[config.mk]
export PLATFORM = sky130hd
export DESIGN_NAME = plcmd_decoder
export DESIGN_NICKNAME = d
export VERILOG_FILES = /design/src/rtl/plcmd_pkg.sv /design/src/rtl/plcmd_parse.sv /design/src/rtl/plcmd_ctrl.sv /design/src/rtl/plcmd_regs.sv /design/src/rtl/plcmd_decoder.sv
export SDC_FILE = /design/constraint.sdc
export NUM_CORES = 1
export LEC_CHECK = 0
export ABC_AREA = 1
export BUFFER_PORTS_ARGS = -buffer_cell sky130_fd_sc_hd__buf_4
export CORE_MARGIN = 4
export CORE_UTILIZATION = 48
export CTS_CLUSTER_DIAMETER = 120
export DETAILED_ROUTE_END_ITERATION = 16
export PLACE_DENSITY = 0.82
export SLEW_MARGIN = 20
export SYNTH_ARGS = -nofsm -noshare
export SYNTH_HDL_FRONTEND = slang
export SYNTH_HIERARCHICAL = 1
export SYNTH_SLANG_ARGS = --single-unit
[constraint.sdc]
create_clock -name clk -period 1.9 [get_ports clk]
set_clock_uncertainty 0.05 [all_clocks]
set_input_delay 0.38 -clock clk [delete_from_list [all_inputs] [get_ports clk]]
set_output_delay 0.38 -clock clk [all_outputs]
set_load 0.005 [all_outputs]
[src/rtl/plcmd_pkg.sv]
`timescale 1ns/1ps
package plcmd_pkg;

  // Function codes carried in the four command bits of a function frame
  localparam logic [3:0] FN_ALL_UNITS_OFF  = 4'b0000;
  localparam logic [3:0] FN_ALL_LIGHTS_ON  = 4'b0001;
  localparam logic [3:0] FN_ON             = 4'b0010;
  localparam logic [3:0] FN_OFF            = 4'b0011;
  localparam logic [3:0] FN_DIM            = 4'b0100;
  localparam logic [3:0] FN_BRIGHT         = 4'b0101;
  localparam logic [3:0] FN_ALL_LIGHTS_OFF = 4'b0110;

  // Strobes from the control decision to the state datapath
  typedef struct packed {
    logic addrSet;
    logic addrClr;
    logic lampSet;
    logic lampClr;
    logic brightStb;
    logic dimStb;
  } ctrlStb_t;

  // Switch index to over-the-line letter/unit code
  function automatic logic [3:0] letterCode(input logic [3:0] idx);
    logic [3:0] code;
    case (idx)
      4'd0:  code = 4'b0110;
      4'd1:  code = 4'b1110;
      4'd2:  code = 4'b0010;
      4'd3:  code = 4'b1010;
      4'd4:  code = 4'b0001;
      4'd5:  code = 4'b1001;
      4'd6:  code = 4'b0101;
      4'd7:  code = 4'b1101;
      4'd8:  code = 4'b0111;
      4'd9:  code = 4'b1111;
      4'd10: code = 4'b0011;
      4'd11: code = 4'b1011;
      4'd12: code = 4'b0000;
      4'd13: code = 4'b1000;
      4'd14: code = 4'b0100;
      default: code = 4'b1100;
    endcase
    return code;
  endfunction

endpackage

[src/rtl/plcmd_parse.sv]
`timescale 1ns/1ps
module plcmd_parse #(
  parameter int WIN_W     = 22,
  parameter int START_W   = 4,
  parameter int DATA_BITS = 9,
  parameter int HOUSE_W   = 4,
  parameter logic [START_W-1:0] START_CODE = 4'b1110,
  localparam int KEY_W    = DATA_BITS - HOUSE_W
) (
  input  logic [WIN_W-1:0]   histWord,
  output logic               frameOk,
  output logic [HOUSE_W-1:0] houseRx,
  output logic [KEY_W-1:0]   keyRx
);
  localparam int PAIR_W = WIN_W - START_W;

  logic [DATA_BITS-1:0] dataBits;
  logic [DATA_BITS-1:0] pairOk;
  logic                 startOk;

  // Pair k occupies the two bits just below pair k-1, newest pairs at the bottom
  for (genvar k = 0; k < DATA_BITS; k++) begin : g_pair
    assign dataBits[DATA_BITS-1-k] = histWord[PAIR_W-1-2*k];
    assign pairOk[k] = histWord[PAIR_W-1-2*k] ^ histWord[PAIR_W-2-2*k];
  end

  assign startOk = (histWord[WIN_W-1 -: START_W] == START_CODE);
  assign frameOk = startOk & (&pairOk);
  assign houseRx = dataBits[DATA_BITS-1 -: HOUSE_W];
  assign keyRx   = dataBits[KEY_W-1:0];

  initial begin
    assert (PAIR_W == 2 * DATA_BITS)
      else $error("window width does not match the pair count");
  end
endmodule

[src/rtl/plcmd_ctrl.sv]
`timescale 1ns/1ps
module plcmd_ctrl
  import plcmd_pkg::*;
#(
  parameter int HOUSE_W = 4,
  parameter int KEY_W   = 5
) (
  input  logic               clk,
  input  logic               rst_n,
  input  logic               strobeIn,
  input  logic               frameOk,
  input  logic [HOUSE_W-1:0] houseRx,
  input  logic [KEY_W-1:0]   keyRx,
  input  logic [3:0]         houseSel,
  input  logic [3:0]         unitSel,
  input  logic               addressed,
  output ctrlStb_t           stb
);
  logic       houseHit;
  logic       accept;
  logic       isFunc;
  logic [3:0] cmd;

  assign houseHit = (houseRx == letterCode(houseSel));
  assign accept   = strobeIn & frameOk & houseHit;
  assign isFunc   = keyRx[0];
  assign cmd      = keyRx[KEY_W-1 -: 4];

  always_comb begin
    stb = '0;
    if (accept) begin
      if (!isFunc) begin
        if (cmd == letterCode(unitSel)) stb.addrSet = 1'b1;
        else                            stb.addrClr = 1'b1;
      end else begin
        case (cmd)
          FN_ALL_UNITS_OFF,
          FN_ALL_LIGHTS_OFF: stb.lampClr = 1'b1;
          FN_ALL_LIGHTS_ON:  stb.lampSet = 1'b1;
          FN_ON:             stb.lampSet = addressed;
          FN_OFF:            stb.lampClr = addressed;
          FN_DIM:            stb.dimStb  = addressed;
          FN_BRIGHT:         stb.brightStb = addressed;
          default:           stb = '0;
        endcase
      end
    end
  end

  // one decision per frame, never two actions at once
  p_single_action_r8: assert property (@(posedge clk) disable iff (!rst_n)
    $onehot0(stb));

  // no action unless the parser reported a well-formed window on a strobe
  p_needs_good_frame_r3: assert property (@(posedge clk) disable iff (!rst_n)
    (|stb) |-> (strobeIn && frameOk));

  // no action unless the received house matches the mapped switch
  p_house_gate_r4: assert property (@(posedge clk) disable iff (!rst_n)
    (|stb) |-> (houseRx == letterCode(houseSel)));
endmodule

[src/rtl/plcmd_regs.sv]
`timescale 1ns/1ps
module plcmd_regs
  import plcmd_pkg::*;
(
  input  logic     clk,
  input  logic     rst_n,
  input  logic     strobeIn,
  input  ctrlStb_t stb,
  output logic     addressed,
  output logic     lampOn,
  output logic     brightPulse,
  output logic     dimPulse
);
  always_ff @(posedge clk or negedge rst_n) begin
    if (!rst_n) begin
      addressed   <= 1'b0;
      lampOn      <= 1'b1;
      brightPulse <= 1'b0;
      dimPulse    <= 1'b0;
    end else begin
      if (stb.addrSet)      addressed <= 1'b1;
      else if (stb.addrClr) addressed <= 1'b0;
      if (stb.lampSet)      lampOn <= 1'b1;
      else if (stb.lampClr) lampOn <= 1'b0;
      brightPulse <= stb.brightStb;
      dimPulse    <= stb.dimStb;
    end
  end

  // the two dimmer requests never coincide
  p_pulse_excl_r8: assert property (@(posedge clk) disable iff (!rst_n)
    !(brightPulse && dimPulse));

  // a pulse without a fresh strobe lasts one cycle
  p_bright_one_wide_r8: assert property (@(posedge clk) disable iff (!rst_n)
    (brightPulse && !strobeIn) |=> !brightPulse);
  p_dim_one_wide_r8: assert property (@(posedge clk) disable iff (!rst_n)
    (dimPulse && !strobeIn) |=> !dimPulse);

  // a pulse is only ever issued while addressed
  p_pulse_addressed_r8: assert property (@(posedge clk) disable iff (!rst_n)
    (brightPulse || dimPulse) |-> addressed);

  // without a strobe, state holds and no pulse follows
  p_hold_r10: assert property (@(posedge clk) disable iff (!rst_n)
    !strobeIn |=> ($stable(lampOn) && $stable(addressed) && !brightPulse && !dimPulse));
endmodule

[src/rtl/plcmd_decoder.sv]
`timescale 1ns/1ps
module plcmd_decoder
  import plcmd_pkg::*;
#(
  parameter int WIN_W     = 22,
  parameter int START_W   = 4,
  parameter int DATA_BITS = 9,
  parameter int HOUSE_W   = 4,
  localparam int KEY_W    = DATA_BITS - HOUSE_W
) (
  input  logic             clk,
  input  logic             rst_n,
  input  logic [WIN_W-1:0] histWord,
  input  logic             histValid,
  input  logic [3:0]       houseSel,
  input  logic [3:0]       unitSel,
  output logic             lampOn,
  output logic             brightPulse,
  output logic             dimPulse
);
  logic               frameOk;
  logic [HOUSE_W-1:0] houseRx;
  logic [KEY_W-1:0]   keyRx;
  logic               addressed;
  ctrlStb_t           stb;

  plcmd_parse #(
    .WIN_W(WIN_W), .START_W(START_W), .DATA_BITS(DATA_BITS), .HOUSE_W(HOUSE_W)
  ) u_parse (
    .histWord(histWord), .frameOk(frameOk), .houseRx(houseRx), .keyRx(keyRx)
  );

  plcmd_ctrl #(.HOUSE_W(HOUSE_W), .KEY_W(KEY_W)) u_ctrl (
    .clk(clk), .rst_n(rst_n), .strobeIn(histValid), .frameOk(frameOk),
    .houseRx(houseRx), .keyRx(keyRx), .houseSel(houseSel), .unitSel(unitSel),
    .addressed(addressed), .stb(stb)
  );

  plcmd_regs u_regs (
    .clk(clk), .rst_n(rst_n), .strobeIn(histValid), .stb(stb),
    .addressed(addressed), .lampOn(lampOn),
    .brightPulse(brightPulse), .dimPulse(dimPulse)
  );
endmodule

# Yosys cells after proc, flatten, opt, wreduce, memory -nomap -nowiden
# Memory sizes are Yosys's and may differ from the RTL's.
# Cells that the tools add are included.
# totals
mem_count,2
mem_bits_ro,128
out_inout_bits,3
in_bits,33
regBits,4
# mem_list
name,depth,word_bits,rd,rd_ports_with_merged_regs,wr,line,rtl
(name not given),16,4,1,0,0,plcmd_pkg.sv:26,case (idx)
(name not given),16,4,1,0,0,plcmd_pkg.sv:26,
# classes
n_reduce_logical,5
mux,15
bitwise_logic,12
eq_ne,9
# op_table
operator,n
"equality test 4 x 3 -> 1 bit, second input constant",3
2-to-1 mux 4 bit,3
AND reduction 9 bit,1
XOR 1 bit,9
"equality test 4 x 2 -> 1 bit, second input constant",2
equality test 4 bit,2
2-to-1 mux 1 bit,8
2-to-1 mux 6 bit,1
"equality test 4 x 1 -> 1 bit, second input constant",1
"equality test 4 bit, second input constant",1
zero test 4 bit,1
case mux 1 bit (2 select lines),2
nonzero test 2 bit,2
bitwise AND 1 bit,3
2-to-1 mux 2 bit,1
OR reduction 2 bit,1

# Depth between registers and ports, before layout
# Gate-level depths: netlist of the first run.
# depth
word_depth,12
mapped_depth,15

# By module
# Netlist of the first run, hierarchy kept.
# by_module_without_submodules
mod,seq_area_each_um2,area_per_inst_um2,cells_each,instances
plcmd_ctrl,0.0,325.3,65,1
plcmd_parse,0.0,239.0,47,1
plcmd_regs,101.3,131.4,12,1

# Worst setup path after synthesis of the first run
# Ideal clock, no wire load.
# synth_timing
path_type,input port to flip-flop
start,input port histWord[5]
end,register u_regs.addressed
path_buffers,0
cell_stages,14
setup_slack_ns,0.383
setup_ns,0.116
arrival_time_ns,1.350
required_ns,1.734
path_cell_list,nand2_1 > o21ai_2 > nor2_2 > nand3_1 > nor2_1 > nand2_1 > a21oi_1 > nand3_1 > nor2_2 > nand3_1 > nor2_1 > inv_1 > nand2_1 > nand2_1
# synth_rtl
item,line,rtl
start: declaration,plcmd_decoder.sv:13,"input logic [WIN_W-1:0] histWord,"
end signal: assignment,plcmd_regs.sv:16,addressed <= 1'b0;
end signal: assignment,plcmd_regs.sv:21,if (stb.addrSet) addressed <= 1'b1;
end signal: assignment,plcmd_regs.sv:22,else if (stb.addrClr) addressed <= 1'b0;
end: declaration,plcmd_regs.sv:9,"output logic addressed,"

==> impl_results.md, run 1 <==
- Avg WL per Cell: a little under 10 um
- Leak: 0.549 nW
- Postcts setup bufs: 0
- GRT Total Usage: 0.166
- Ratio of cells with drive above 1 in the final layout: 0.329
- Ranking of synthesized cells by area: nand2_1, inv_1, dfrtp_1
- PwrDens: around 370 mW/mm^2
- Hold_sp: histWord[3]
- Routed WL: around 1700 um
- Pre-CTS setup slack: about 0.1 ns
- Chip Height: about 46 um
- Commonest cells in the netlist: nand2_1, inv_1, nor2_1, buf_4, nand3_1
- Fin. Hold Viols: 0
- Crit. End Element: flip-flop
- Clock Latency Late Sink: around 0.23 ns
- Crit-path leading delay family: simple AND/OR/NAND/NOR gates
- Die area: about 0.0021 mm^2
- Cells after synthesis: approximately 120
- Most used cell along the critical path: nand2_1
- RSZ-0062 raised after global routing: false
- Clk sinks: 4
- Main synth FF type: dfrtp_1
- FP Rows: 13
- Number of DRC markers in iteration 0: 17
- FF+latch count, synth: 4
- # resized after CTS: 0
- Critical path origin: histWord[13]
- PnR worst setup slack: 0.327 ns
- CP Depth: 15
- Slew Viols, Final: 0
- Root Buffer: clkbuf_4
- Number of global-route vias before repair: about 750
- Distinct cell type count after synthesis: 23
- Asr flop ratio synth: 1.00
- First-pass GRT wire length: about 2600 um
- Pin count of the biggest net entering global routing: 7
- Cts hold-fix bufs: 1
- Cell Count, Final, Fillers Out: 170
- Synth Cell Area: between 600 and 700 um^2
- Slowest stage delay, CP: about 0.13 ns
- Sequential share of the synthesized area: 0.146
- Post-synth top area share: 0.189
- Outcome: finished, final reports clean
- CP Capture Point: u_regs/addressed$_DFFE_PN0P_
- VDD IR max: about 0.14 mV
- Critical Path Start Type: input port
- Max Root-Sink Buffers: 2
- CP max-delay cell: buf_4
- CP Data Arrival Time: 1.65 ns
- Layout area overhead: 36.0%
- Final critical-path required period: 1.57 ns
- Num CTS Buffers: 3
- Buf/Inv on CP: 2
- H-tree Lvls: 1
- CTS tree: built
- Worst r2r src: u_regs/addressed$_DFFE_PN0P_
- Slew headroom: 0.870
- Syn_nets: 159
- Syn. warnings: 6
- Vias: around 790
- Clock slew at reported path FFs: 0.04 ns
- Fin crit share: 0.828
- Hold slack: around 0.4 ns
- R2R Path End: u_regs/lampOn$_DFFE_PN1P_
- Overflow after GRT: 0
- Post-synth top area cell: nand2_1
- Synthesized area per cell: 5.61 um^2
- Most frequent cell after synthesis: nand2_1
- Total of max-cap violations: 0
- EDFF count, synth: 0
- Dpl cells: between 150 and 200
- Io pins: 36
- Hold/Removal Path Class: in -> reg
- Final setup fails: 0
- R2R setup slack: roughly 0.8 ns
- DPL Wire Length: about 1500 um
- Worst-path maximum fanout: 4
- Initial antenna violation count: 0
- Worst Tran Pin Value: slightly below 0.2 ns
- Max Fclk: approximately 0.64 GHz
- Share of the core filled with cells: 0.709
- Setup Crit Path Kind: in -> reg
- PortBufs: 35
- Fin Setup TNS: 0 ns
- Pre-antenna DRT Iters: 4
- Final net count: between 150 and 200
- Inserted Diodes: 0
- Via-to-Cell Ratio: 4.64
- R2R depth: 7
- Initial core utilization: 0.522
- Crit path cell chain: buf_4 > nand2_1 > nand2_1 > nor2_1 > nand2_1 > nor2_1 > nand2_1 > a21oi_1 > nand3_1 > nor2_2 > nand3_1 > nor2_1 > inv_1 > nand2_1 > nand2_1
- Die X: 46.1 um
- Core Region: roughly 0.0013 mm^2
- Critical Path RT: between 1.5 and 2 ns
- Post-DRT Antenna Nets: 0
- Final Wtd Congestion: between 0.7 and 0.8
- Residual DRC: 0
==> registers in the layout, summed over array words and instances (netlist names) <==
| register | flops |
|---|---|
| u_regs/brightPulse | 1 |
| u_regs/addressed | 1 |
| u_regs/lampOn | 1 |
| u_regs/dimPulse | 1 |
==> routing by layer <==
layer  track usage  routed length [um]  vias to the layer above
li1              -                   -                      422
met1         0.152                 653                      335
met2         0.332                 912                       31
met3        0.0352                 125                        0
met4        0.0795                   0                        0
met5             0                   0                        -
==> report_power, final <==
part	switching, mW	internal (mW)	total, mW
clock	0.0389	0.0791	0.118
sequential	0.00000267	0.0856	0.0856
combinational	0.0694	0.0776	0.147
==> worst register-to-register path, cell delays in order, from the launching register on <==
cell     delay (ns)
dfrtp_1        0.37
inv_1          0.07
o21ai_0        0.17
a31oi_1        0.11
nor2_1         0.12
inv_1          0.04
nand2_1        0.05
nand2_1        0.05
==> metrics by stage <==
step	power [mW]	cell area (um^2)
3_5_place_dp	0.233	910
6_report	0.351	946
5_1_grt	0.370	946
3_3_place_gp	0.228	910
2_1_floorplan	0.172	696
4_1_cts	0.354	946
==> layout make-up <==
class                      count  area, um^2
multi-input combinational     84         425
fill                         119         388
timing repair buffer          36         273
sequential                     4         101
inverter                      27         101
clock buffer                   4        26.3
tap                           15        18.8
==> worst min-delay path by stage <==
stage	endpoint	slack, ns	cells after the start
finish	u_regs/dimPulse$_DFF_PN0_	0.40	4
global placement	u_regs/brightPulse$_DFF_PN0_	0.13	1
floorplan	u_regs/addressed$_DFFE_PN0P_	0.03	0
CTS	u_regs/dimPulse$_DFF_PN0_	0.39	4
detailed placement	u_regs/addressed$_DFFE_PN0P_	0.13	1
global route	u_regs/dimPulse$_DFF_PN0_	0.43	4
==> layout by cell type, fill, tap and decap left out, drive strengths merged <==
cell type	n
a21oi	2
a31oi	1
buf	35
clkbuf	4
dfrtp	3
dfstp	1
dlygate4sd3	1
ha	2
inv	27
nand2	38
nand3	7
nand4	2
nor2	17
nor3	1
o21ai	6
o21bai	1
or2	1
xnor2	4
xor2	2
==> cell families after synthesis <==
kind of cell             count (synthesis)  share of synthesized area
AND/OR/NAND/NOR                         66                      0.406
adder cells (fa/ha/maj)                  2                     0.0360
XOR/XNOR                                 6                     0.0863
buffers and inverters                   36                      0.243
flip-flops                               4                      0.146
AO/OA/AOI/OAI                           10                     0.0827
(Power assumes the default switching activity.)
==> inputs of run 2 (changes only) <==
CORE_UTILIZATION = 44   (was 48)
PLACE_DENSITY = 0.76   (was 0.82)
clock period = 1.5 ns   (was 1.9 ns; I/O delays follow)
==> impl_results.md, run 2 (synthesized netlist as in run 1, its figures left out) <==
- Outcome: finished, final reports clean
- Root Buffer: clkbuf_4
- CTS tree: built
- Initial core utilization: 0.462 (-0.0598)
- Fin Setup TNS: 0 ns (unchanged)
- Placed inst area: 986 um^2 (+8.4%)
- Overflow after GRT: 0 (unchanged)
- Worst r2r src: u_regs/addressed$_DFFE_PN0P_
- Clk sinks: 4 (unchanged)
- Die X: 47.8 um (+3.7%)
- Pin count of the biggest net entering global routing: 5 (-2)
- Crit path cell chain: buf_8 > xnor2_2 > nor2_1 > nand2_1 > nor2_1 > nand2_1 > a21oi_2 > nand3_1 > nor2_2 > nand3_2 > nor2_1 > inv_1 > nand2_1 > nand2_1
- Worst Tran Pin Value: 0.231 ns (+0.0362 ns)
- Multi-input gate area: 467 um^2 (+9.7%)
- Share of the core filled with cells: 0.746 (+0.0367)
- Num CTS Buffers: 3 (unchanged)
- First-pass GRT wire length: 2590 um (-0.81%)
- Crit. End Element: flip-flop
- Vias: 829 (+5.2%)
- PwrDens: 440 mW/mm^2 (+19%)
- PortBufs: 35 (unchanged)
- DPL Wire Length: 1530 um (+2.6%)
- PnR worst setup slack: 0.00922 ns (-0.318 ns)
- Pre-CTS setup slack: -0.191 ns (-0.293 ns)
- R2R setup slack: 0.42 ns (-0.38 ns)
- Most frequent cells in the layout: buf_4, nand2_1, inv_1
- VDD IR max: 0.242 mV (+71%)
- Max Fclk: 0.671 GHz
- Clock Latency Late Sink: 0.23 ns (about the same)
- Hold slack: 0.363 ns (-0.0367 ns)
- Cell Count, Final, Fillers Out: 182 (+7.1%)
- Final critical-path required period: around 1.5 ns
- Final Wtd Congestion: 0.873 (+12%)
- Number of DRC markers in iteration 0: 10 (-7)
- Chip Height: 47.8 um (+3.7%)
- Slew headroom: 0.846 (-0.0241)
- CP Data Arrival Time: 1.60 ns (-0.05 ns)
- H-tree Lvls: 1 (unchanged)
- Worst-path maximum fanout: 3 (-1)
- Routed WL: 2000 um (+18%)
- Final instance area: 0.00112 mm^2 (+19%)
- CP max-delay cell: nor2_2
- Leak: 0.622 nW (+13%)
- Comb pwr share: 0.485 (+0.066)
- Clock slew at reported path FFs: 0.04 ns (about the same)
- Residual DRC: 0 (unchanged)
- Pre-antenna DRT Iters: 4 (unchanged)
- Slowest stage delay, CP: 0.14 ns (about the same)
- Register area: 101 um^2 (unchanged)
- Total power: 494 uW (+41%)
- Final net count: 202 (+5.8%)
- Hold/Removal Path Class: in -> async
- Max Root-Sink Buffers: 2 (unchanged)
- Number of global-route vias before repair: 695 (-7.7%)
- Critical Path RT: 1.61 ns (-0.36 ns)
- Initial antenna violation count: 0 (unchanged)
- Fin crit share: 0.994
- Dpl cells: 176 (+6.7%)
- Sw frac: 0.306 (-0.00319)
- Post-DRT Antenna Nets: 0 (unchanged)
- GRT Total Usage: 0.152 (-0.0145)
- Avg WL per Cell: 11.0 um (+11%)
- Via-to-Cell Ratio: 4.55 (-1.7%)
- R2R Path End: u_regs/lampOn$_DFFE_PN1P_
- FP Rows: 14 (+1)
- Core Region: 0.00151 mm^2 (+13%)
- RSZ-0062 raised after global routing: true
- Commonest non-fill, non-tap cell in the layout: buf_4
- Fillers: 129 (+8.4%)
- Die area: 0.00228 mm^2 (+7.5%)
- Buf/Inv on CP: 2 (unchanged)
- Ratio of cells with drive above 1 in the final layout: 0.494 (+0.165)
- Slew Viols, Final: 0 (unchanged)
- Final setup fails: 0 (unchanged)
- Reg power frac: 0.220 (-0.024)
- NetSw: 151 uW (+39%)
- Fin. Hold Viols: 0 (unchanged)
- Inserted Diodes: 0 (unchanged)
- Most used cell along the critical path: nand2_1
- Io pins: 36 (unchanged)
- Critical Path Start Type: input port
- Clock power frac: 0.295 (-0.041)
- Total of max-cap violations: 0 (unchanged)
- Crit-path leading delay family: simple AND/OR/NAND/NOR gates
- R2R depth: 7 (unchanged)
- Setup Crit Path Kind: in -> reg
- Layout area overhead: 61.5%
- Cell-internal power: 343 uW (+42%)
==> run 2: power groups by stage <==
stage               combinational, mW  clock, mW  sequential, mW
floorplan                       0.108          0           0.110
global placement                0.198          0           0.110
detailed placement              0.204          0           0.110
CTS                             0.206      0.144           0.109
global route                    0.262      0.158           0.108
finish                          0.240      0.146           0.108
==> run 2: cell type report <==
class | count | area share
multi-input combinational | 84 | 0.415
inverter | 27 | 0.0902
clock buffer | 4 | 0.0234
timing repair buffer | 47 | 0.363
sequential | 4 | 0.0902
tap | 16 | 0.0178
==> run 2: worst register-to-register path, cell delays in order (launching register included) <==
cell	delay, ns
dfrtp_1	0.38
inv_1	0.09
o21ai_0	0.09
a31oi_1	0.18
nor2_1	0.06
inv_1	0.06
nand2_1	0.06
nand2_1	0.06
==> run 2: worst max path at each step <==
stage,start,end,slack (ns),cells after the start
5_1_grt,histWord[9],u_regs/addressed$_DFFE_PN0P_,-0.12,15
6_report,histWord[3],u_regs/lampOn$_DFFE_PN1P_,0.009,14
3_3_place_gp,histWord[7],u_regs/addressed$_DFFE_PN0P_,-0.15,15
3_5_place_dp,histWord[5],u_regs/addressed$_DFFE_PN0P_,-0.19,15
4_1_cts,histWord[5],u_regs/lampOn$_DFFE_PN1P_,0.03,15
2_1_floorplan,histWord[5],u_regs/addressed$_DFFE_PN0P_,0.06,14
==> run 2: routing by layer <==
metal  vias to the layer above  GRT usage  part of all wire
met3                         2     0.0226             0.061
met1                       354      0.181              0.37
met4                         0     0.0161            0.0090
met2                        28      0.290              0.55
li1                        445          -                 -
met5                         -          0                 0
==> run 2: repair_timing <==
| action | in CTS | in global routing |
|---|---|---|
| hold buffers | 1 | 0 |
| setup buffers | 0 | 1 |
| endpoints found under the hold margin | 4 | 0 |
| resized for setup | 0 | 34 |
| setup endpoints to repair | 0 | 2 |
==> inputs of run 3 (changes only) <==
==> constraint.sdc (replaced) <==
create_clock -name clk -period 1.5 [get_ports clk]
set_clock_uncertainty 0.05 [all_clocks]
set_input_delay 0.225 -clock clk [delete_from_list [all_inputs] [get_ports clk]]
set_output_delay 0.225 -clock clk [all_outputs]
set_load 0.005 [all_outputs]
==> impl_results.md, run 3 (synthesized netlist as in run 1, its figures left out) <==
- Chip Height: 47.8 um (unchanged)
- Total of max-cap violations: 0 (unchanged)
- First-pass GRT wire length: 2420 um (-6.6%)
- Inserted Diodes: 0 (unchanged)
- Fillers: 129 (unchanged)
- GRT Total Usage: 0.140 (-0.0115)
- H-tree Lvls: 1 (unchanged)
- Worst-path maximum fanout: 3 (unchanged)
- Worst r2r src: u_regs/addressed$_DFFE_PN0P_
- Die X: 47.8 um (unchanged)
- Pre-antenna DRT Iters: 4 (unchanged)
- Slew headroom: 0.868 (+0.0223)
- Pin count of the biggest net entering global routing: 5 (unchanged)
- Final net count: 201 (-0.50%)
- Die area: 0.00228 mm^2 (unchanged)
- Setup Crit Path Kind: in -> reg
- Max Root-Sink Buffers: 2 (unchanged)
- R2R Path End: u_regs/lampOn$_DFFE_PN1P_
- Worst Tran Pin Value: 0.198 ns (-0.0335 ns)
- Dpl cells: 176 (unchanged)
- Avg WL per Cell: 9.57 um (-13%)
- CP Data Arrival Time: 1.50 ns (-0.10 ns)
- Vias: 815 (-1.7%)
- Ratio of cells with drive above 1 in the final layout: 0.461 (-0.0334)
- Critical Path Start Type: input port
- Pre-CTS setup slack: -0.148 ns (+0.0431 ns)
- Number of global-route vias before repair: 659 (-5.2%)
- Io pins: 36 (unchanged)
- Leak: 0.603 nW (-3.1%)
- Num CTS Buffers: 3 (unchanged)
- Max Fclk: 0.700 GHz (+4.4%)
- Clock slew at reported path FFs: 0.04 ns (about the same)
- Layout area overhead: 53.6%
- Root Buffer: clkbuf_4
- Commonest non-fill, non-tap cell in the layout: buf_4
- Final Wtd Congestion: 0.873 (unchanged)
- Number of DRC markers in iteration 0: 17 (+7)
- Outcome: finished, final reports clean
- FP Rows: 14 (unchanged)
- Critical Path RT: 1.57 ns (-0.04 ns)
- CTS tree: built
- VDD IR max: 0.271 mV (+12%)
- Core Region: 0.00151 mm^2 (unchanged)
- Post-DRT Antenna Nets: 0 (unchanged)
- Routed WL: 1730 um (-13%)
- Hold/Removal Path Class: in -> async
- Initial core utilization: 0.462 (unchanged)
- Total power: 470 uW (-4.9%)
- Most frequent cells in the layout: buf_4, nand2_1, inv_1
- Crit. End Element: flip-flop
- Overflow after GRT: 0 (unchanged)
- PwrDens: 440 mW/mm^2 (about the same)
- RSZ-0062 raised after global routing: true
- Fin Setup TNS: 0 ns (unchanged)
- Fin crit share: 0.952 (-0.0414)
- PnR worst setup slack: 0.0714 ns (+0.0622 ns)
- Postcts setup bufs: 0 (unchanged)
- Via-to-Cell Ratio: 4.50 (-1.1%)
- Fin. Hold Viols: 0 (unchanged)
- DPL Wire Length: 1480 um (-3.6%)
- R2R depth: 7 (unchanged)
- Initial antenna violation count: 0 (unchanged)
- Final critical-path required period: 1.43 ns (-0.0622 ns)
- PortBufs: 35 (unchanged)
- Residual DRC: 0 (unchanged)
- Clock Latency Late Sink: 0.23 ns (about the same)
- Slew Viols, Final: 0 (unchanged)
- Final setup fails: 0 (unchanged)
- R2R setup slack: 0.45 ns (+0.03 ns)
- Clk sinks: 4 (unchanged)
- Cell Count, Final, Fillers Out: 181 (-0.55%)
[run 3: cell count changes in the layout (fill, tap and decap cells not counted), moves of 2 or more]
cell	change
nand2_1	-2
inv_2	-6
buf_4	+9
inv_1	+6
nand2_2	+2
buf_8	-2
buf_6	-8
[run 3: through the flow]
stage	hold WS (ns)	cell area, um^2	util
3_3_place_gp	-0.0288	986	0.654
2_1_floorplan	-0.121	696	-
4_1_cts	0.288	1020	0.679
6_report	0.290	1070	0.709
5_1_grt	0.284	1070	0.709
3_5_place_dp	-0.0274	986	0.654
[run 3: area by class of cell]
cell class	count	area [um^2]	share of cell area
multi-input combinational	84	464	0.434
timing repair buffer	46	355	0.333
sequential	4	101	0.0948
inverter	27	101	0.0948
clock buffer	4	26.3	0.0246
tap	16	20.0	0.0187
[run 3: worst max path at each step]
stage                           start  slack, ns  depth (start not counted)                            to
after CTS                 histWord[5]       0.09                         15  u_regs/addressed$_DFFE_PN0P_
after detailed placement  histWord[5]      -0.15                         15  u_regs/addressed$_DFFE_PN0P_
after global routing      histWord[7]      -0.09                         15  u_regs/addressed$_DFFE_PN0P_
after floorplan           histWord[5]       0.14                         14  u_regs/addressed$_DFFE_PN0P_
after global placement    histWord[7]      -0.07                         15  u_regs/addressed$_DFFE_PN0P_
final                     histWord[5]       0.07                         15  u_regs/addressed$_DFFE_PN0P_
[run 3: what timing repair did]
action | 4_1_cts | 5_1_grt
endpoints found under the setup margin | 0 | 2
gates resized for setup | 0 | 17
endpoints found under the hold margin | 4 | 0
hold buffers | 1 | 0
[run 3: worst max-delay path, cell delays in order]
cell and delay, ns:
buf_4 0.12, nand2_2 0.06, o21ai_2 0.05, nor2_2 0.09
nand3_1 0.09, nor2_1 0.10, nand2_1 0.07, a21oi_2 0.10
nand3_1 0.08, nor2_2 0.14, nand3_1 0.11, nor2_1 0.09
inv_1 0.05, nand2_1 0.06, nand2_1 0.06
[run 3: layer usage]
metal  part of all wire  GRT usage  vias up  routed length [um]
li1                   -          -      444                   -
met1               0.41      0.174      347                 714
met2               0.52      0.272       24                 908
met3              0.063     0.0150        0                 109
met4                  0          0        0                   0
met5                  0          0        -                   0
[run 3: power by group]
part	total (mW)	switching, mW	internal [mW]
registers	0.109	0.00000224	0.109
logic	0.219	0.0989	0.120
clock network	0.142	0.0426	0.0997
